### src/rtl/spi_bus_pkg.sv
package spi_bus_pkg;
  // strobes from control to datapath, one cycle each
  typedef struct packed {
    logic load;    // capture write data, start
    logic sample;  // rising sclk edge: latch miso
    logic shift;   // falling sclk edge: advance shift register
    logic finish;  // copy shift register to receive register
  } spiStrobeT;

  typedef enum logic [1:0] {
    ADDR_TX   = 2'd0,
    ADDR_SEL  = 2'd1,
    ADDR_RX   = 2'd2,
    ADDR_STAT = 2'd3
  } regAddrT;
endpackage

### src/rtl/spi_bus_ctrl.sv
module spi_bus_ctrl
  import spi_bus_pkg::*;
#(
  parameter int DIV = 4,
  parameter int DW  = 8
) (
  input  logic      clk,
  input  logic      rst,
  input  logic      startReq,
  output spiStrobeT strobes,
  output logic      busy,
  output logic      sclk
);
  localparam int HALF = DIV / 2;
  localparam int PW   = (HALF > 1) ? $clog2(HALF) : 1;
  localparam int BW   = $clog2(DW) + 1;

  logic [PW-1:0] phaseCnt;
  logic [BW-1:0] fallCnt;
  logic          tailPending;
  logic          halfDone;
  logic          running;

  assign halfDone = (phaseCnt == PW'(HALF - 1));
  assign running  = busy && !tailPending;

  always_comb begin
    strobes.load   = startReq && !busy;
    strobes.sample = running && halfDone && !sclk;
    strobes.shift  = running && halfDone && sclk;
    strobes.finish = tailPending;
  end

  always_ff @(posedge clk) begin
    if (rst) begin
      busy        <= 1'b0;
      sclk        <= 1'b0;
      phaseCnt    <= '0;
      fallCnt     <= '0;
      tailPending <= 1'b0;
    end else if (strobes.load) begin
      busy        <= 1'b1;
      sclk        <= 1'b0;
      phaseCnt    <= '0;
      fallCnt     <= '0;
      tailPending <= 1'b0;
    end else if (tailPending) begin
      busy        <= 1'b0;
      tailPending <= 1'b0;
    end else if (busy) begin
      if (halfDone) begin
        phaseCnt <= '0;
        sclk     <= ~sclk;
        if (sclk) begin
          fallCnt <= fallCnt + 1'b1;
          if (fallCnt == BW'(DW - 1)) tailPending <= 1'b1;
        end
      end else begin
        phaseCnt <= phaseCnt + 1'b1;
      end
    end
  end
endmodule

### src/rtl/spi_bus_datapath.sv
module spi_bus_datapath
  import spi_bus_pkg::*;
#(
  parameter int DW   = 8,
  parameter int NSEL = 3
) (
  input  logic            clk,
  input  logic            rst,
  input  spiStrobeT       strobes,
  input  logic            busy,
  input  logic            busSel,
  input  logic            busRd,
  input  logic            busWr,
  input  logic [1:0]      busAddr,
  input  logic [DW-1:0]   busWrData,
  output logic [DW-1:0]   busRdData,
  input  logic            miso,
  output logic            mosi,
  output logic [NSEL-1:0] devSelN,
  output logic [DW-1:0]   rxByte
);
  logic [DW-1:0]   shiftReg;
  logic [NSEL-1:0] selReg;
  logic            misoBit;
  logic            selWrite;

  assign selWrite = busSel && busWr && (regAddrT'(busAddr) == ADDR_SEL);

  always_ff @(posedge clk) begin
    if (rst) begin
      shiftReg <= '0;
      rxByte   <= '0;
      selReg   <= '1;
      misoBit  <= 1'b0;
    end else begin
      if (strobes.load)       shiftReg <= busWrData;
      else if (strobes.shift) shiftReg <= {shiftReg[DW-2:0], misoBit};
      if (strobes.sample) misoBit <= miso;
      if (strobes.finish) rxByte  <= shiftReg;
      if (selWrite)       selReg  <= busWrData[NSEL-1:0];
    end
  end

  assign mosi    = busy & shiftReg[DW-1];
  assign devSelN = selReg;

  always_comb begin
    busRdData = '0;
    if (busSel && busRd) begin
      unique case (regAddrT'(busAddr))
        ADDR_TX:   busRdData = '0;
        ADDR_SEL:  busRdData = DW'(selReg);
        ADDR_RX:   busRdData = rxByte;
        ADDR_STAT: busRdData = {busy, {(DW-1){1'b0}}};
        default:   busRdData = '0;
      endcase
    end
  end
endmodule

### src/rtl/spi_bus_master.sv
module spi_bus_master
  import spi_bus_pkg::*;
#(
  parameter int DIV  = 4,
  parameter int DW   = 8,
  parameter int NSEL = 3
) (
  input  logic            clk,
  input  logic            rst,
  input  logic            busSel,
  input  logic            busRd,
  input  logic            busWr,
  input  logic [1:0]      busAddr,
  input  logic [DW-1:0]   busWrData,
  output logic [DW-1:0]   busRdData,
  output logic            sclk,
  output logic            mosi,
  input  logic            miso,
  output logic [NSEL-1:0] devSelN
);
  spiStrobeT     strobes;
  logic          busyFlag;
  logic [DW-1:0] rxByte;
  logic          txWrite;

  assign txWrite = busSel && busWr && (regAddrT'(busAddr) == ADDR_TX);

  spi_bus_ctrl #(.DIV(DIV), .DW(DW)) ctrl (
    .clk(clk), .rst(rst), .startReq(txWrite),
    .strobes(strobes), .busy(busyFlag), .sclk(sclk)
  );

  spi_bus_datapath #(.DW(DW), .NSEL(NSEL)) dp (
    .clk(clk), .rst(rst), .strobes(strobes), .busy(busyFlag),
    .busSel(busSel), .busRd(busRd), .busWr(busWr), .busAddr(busAddr),
    .busWrData(busWrData), .busRdData(busRdData),
    .miso(miso), .mosi(mosi), .devSelN(devSelN), .rxByte(rxByte)
  );
endmodule

### config.mk
export PLATFORM = sky130hd
export DESIGN_NAME = spi_bus_master
export DESIGN_NICKNAME = d
export VERILOG_FILES = /design/src/rtl/spi_bus_pkg.sv /design/src/rtl/spi_bus_ctrl.sv /design/src/rtl/spi_bus_datapath.sv /design/src/rtl/spi_bus_master.sv
export SDC_FILE = /design/constraint.sdc
export NUM_CORES = 1
export LEC_CHECK = 0
export ABC_AREA = 1
export BUFFER_PORTS_ARGS = -buffer_cell sky130_fd_sc_hd__buf_2
export CORE_UTILIZATION = 47
export DETAILED_ROUTE_END_ITERATION = 16
export PLACE_DENSITY = 0.76
export SYNTH_ARGS = -nofsm -noshare
export SYNTH_HDL_FRONTEND = slang
export SYNTH_HIERARCHICAL = 1
export SYNTH_SLANG_ARGS = --single-unit
### constraint.sdc
create_clock -name clk -period 1 [get_ports clk]
set_input_delay 0 -clock clk [delete_from_list [all_inputs] [get_ports clk]]
set_output_delay 0 -clock clk [all_outputs]
set_load 0.005 [all_outputs]
==> run metrics <==
result of the run=finished with violations; violated checks=negative setup slack; startpoint of the most critical register-to-register path=ctrl/busy; final core utilization=75.41%; layout overhead on the synthesized area=45.89%; final-report setup violation count=19; met1 routed wirelength after detailed routing=1564 um; clock latency at the later pin of the worst-skew pair=0.34 ns; WL per Instance=11.72 um; first-pass GRT wire length=5285 um; relative max-transition margin=73.61%; number of buffer cells added on primary ports=28; Remaining DRCs=0; maximum fanout count along the critical path=8; async set-reset flop share out of synthesis=0%; GPL Wtd Cong=0.8731; via count=1,456; cell area after synthesis=1339 um^2; cell family contributing the most delay on the critical path=simple AND/OR/NAND/NOR gates; Top FF cell, synth=dfxtp_1; max cap viols=0; peak per-stage delay on the critical path=0.42 ns; Routed Wire Length=3399 um; Hold Crit Start=busSel; multiplexer share of the synthesized area=0%; die span in y=55.37 um; Net Count, Synth=218; total count of max-transition violations in the final report=0; leading cell types by count after synthesis=nand2_1, nor2_1, dfxtp_1; peak supply drop=1.126 mV; setup ws final=-0.1192 ns; largest family of logic cells by synthesized area=simple AND/OR/NAND/NOR gates; Synth Area per Inst=6.661 um^2; count of endpoints failing hold in the final timing report=0; startpoint type of the worst setup path=flop; Initial DRC Count=56; gr usage total=21.27%; Compound-Gate Fraction of Synth Area=8.972%; post-route ant nets=0; setup repair after global routing missed its margin=yes; starting utilization of the core area=51.69%; power density over the cells=1090 nW/um^2; maximum buffer depth of the clock tree=2; share of the synthesized area in the top cell type=41.87%; clk sinks=28; Cells after Synth=201; slowest CP cell=dfxtp_4; launch point of the critical path=ctrl/busy; FMAX=893.5 MHz; via density per instance=5.021; via count of the first global-routing pass=1,238; cell type with the highest occurrence count on the critical path=nand2_1; total die area=3066 um^2; Leakage=0.0009606 uW; Tightest Hold Check Type=primary input to flop; Ports=29; pin count of the biggest net entering global routing=17; most used standard cell by instance count after synthesis=nand2_1; required time at the endpoint of the critical path=1.28 ns; number of nets in the finished design=278; Non-Filler Instances=290; total overflow reported by the global router=0; biggest area consumer among synthesized cells=dfxtp_1; CTS Buf Count=3; antenna violations before repair=0; antenna diode count=0; layout cells sized above 1=38.85%; critical path endpoint category=flop; width of the die=55.37 um; Met2 Wirelength=1631 um; fraction of the mapped netlist area in adder cells=0.9346%; CP cell instances=inv_2 -> nand2_4 -> inv_6 -> nor2_4 -> nand2_1 -> nand3_1 -> nand2_1 -> inv_1; Synth Warn #=6; number of synthesized flops with an enable pin=0; CP Class=flop to flop; depth of the CTS H-tree=1; hold-critical path depth=5; Hold Crit Endpoint=dp/devSelN[1]; core region area=2590 um^2; synthesized flop and latch total=28; proportion of synthesized chip area in sequential cells=41.87%; CTS tree=built; fraction of synthesized cell area in xor and xnor cells=0%; length of routed met3 wiring=174 um; post-layout minimum cycle time=1.119 ns; Tcrit/Tclk final=111.9%; floorplan row count=18; worst-margin pin slew=0.3948 ns; cells taking the most area after synthesis=dfxtp_1, nand2_1, nor2_1; Reg2Reg Setup Slack=-0.12 ns; Highest Signal Layer=met4; HPWL reported at the end of detailed placement=2229 um; capture point of the worst reg-to-reg path=dp/shiftReg[5]; final clock skew=0.01708 ns; clock transition at the registers of the reported paths=0.16 ns; Root Buffer=clkbuf_4; number of iterations in the first detailed-routing pass=4; worst endpoint data arrival time=1.40 ns; number of placed cells counting well taps=270; buffers and inverters on the worst path=3; path depth of the worst reg2reg path=8; library cells used by synthesis=19; area share of and/or/nand/nor cells after synthesis=38.41%
==> layer usage <==
| metal | vias to the layer above | GRT usage [%] |
|---|---|---|
| met1 | 659 | 25.91 |
| met4 | 0 | 4.286 |
| met2 | 51 | 37.87 |
| met5 | - | 0 |
| li1 | 742 | - |
| met3 | 4 | 5.152 |
==> worst register-to-register path, delay by kind of cell (launching register included) <==
kind	cells	cell delay, ns
buffers and inverters	3	0.14
DFF	1	0.42
and+or+nand+nor	5	0.50
==> sequential cells by signal, indices dropped and copies added, names as in the netlist <==
register	count
ctrl/sclk	1
ctrl/busy	1
ctrl/fallCnt	4
dp/devSelN	3
dp/shiftReg	8
dp/misoBit	1
ctrl/halfDone	1
ctrl/tailPending	1
dp/rxByte	8
==> cell families after synthesis <==
group | count (synthesis)
simple gates | 117
buf+inv | 31
flops | 28
compound gates | 24
fa+ha+maj | 1
==> through the flow <==
step	setup slack (ns)	TNS (ns)	hold slack, ns	instance area (um^2)	power, uW
2_1_floorplan	-0.08793	-0.5201	0.05936	1349	1261
3_3_place_gp	-0.06063	-0.5299	0.2412	1620	1343
3_5_place_dp	-0.09375	-0.9914	0.2336	1620	1345
4_1_cts	-0.1079	-1.411	0.04078	1837	2127
5_1_grt	-0.1983	-3.047	0.06020	1953	2230
6_report	-0.1192	-1.497	0.05149	1953	2129
==> repair_timing <==
item	CTS	global route
hold buffers	10	0
pin swaps	11	8
resized for setup	14	30
endpoints found under the hold margin	13	0
setup endpoints to repair	21	28
buffers inserted	4	2
==> cell usage in the layout, fill, tap and decap left out <==
| master | Yosys | final |
|---|---|---|
| dlygate4sd3_1 | 0 | 10 |
| ha_1 | 1 | 1 |
| a21oi_1 | 13 | 8 |
| nor2_2 | 1 | 1 |
| nand4_1 | 1 | 1 |
| clkinvlp_4 | 0 | 1 |
| inv_2 | 1 | 3 |
| buf_6 | 1 | 2 |
| dfxtp_2 | 0 | 12 |
| inv_6 | 0 | 1 |
| dfxtp_4 | 0 | 1 |
| nor3_4 | 0 | 1 |
| nand3_1 | 19 | 12 |
| bufinv_16 | 0 | 1 |
| buf_4 | 1 | 17 |
| o21ai_1 | 0 | 2 |
| buf_12 | 0 | 1 |
| nor2_1 | 34 | 33 |
| nand3_4 | 0 | 1 |
| dfxtp_1 | 28 | 15 |
| o21ai_0 | 11 | 9 |
| nand2_1 | 51 | 45 |
| inv_1 | 26 | 22 |
| nor2_4 | 4 | 5 |
| nand2_4 | 0 | 3 |
| buf_2 | 1 | 28 |
| a21oi_2 | 0 | 5 |
| inv_4 | 1 | 1 |
| clkbuf_4 | 0 | 3 |
| nand3_2 | 0 | 6 |
| or2_1 | 1 | 1 |
| nand2_2 | 5 | 8 |
==> area by class of cell <==
type                    count  area, um^2
multi-input cells         142       757.0
fillers                   210       636.9
inverters                  28       116.4
flip-flops and latches     28       579.3
clock buffers               3       22.52
clock inverters             1       30.03
repair buffers             58       410.4
well taps                  30       37.54
==> how the worst max path moves through the flow <==
stage,end,slack (ns),cells past startpoint
floorplan,dp/shiftReg[3],-0.09,8
global placement,dp/misoBit,-0.06,8
detailed placement,ctrl/fallCnt[3],-0.09,7
CTS,dp/shiftReg[5],-0.11,8
global route,dp/shiftReg[5],-0.20,8
finish,dp/shiftReg[5],-0.12,8
==> power breakdown <==
group | total (uW) | switching [uW] | internal (uW)
Clock | 738 | 332 | 406
Sequential | 1150 | 14.1 | 1130
Combinational | 246 | 130 | 116
Power figures use the tool's default switching activity.
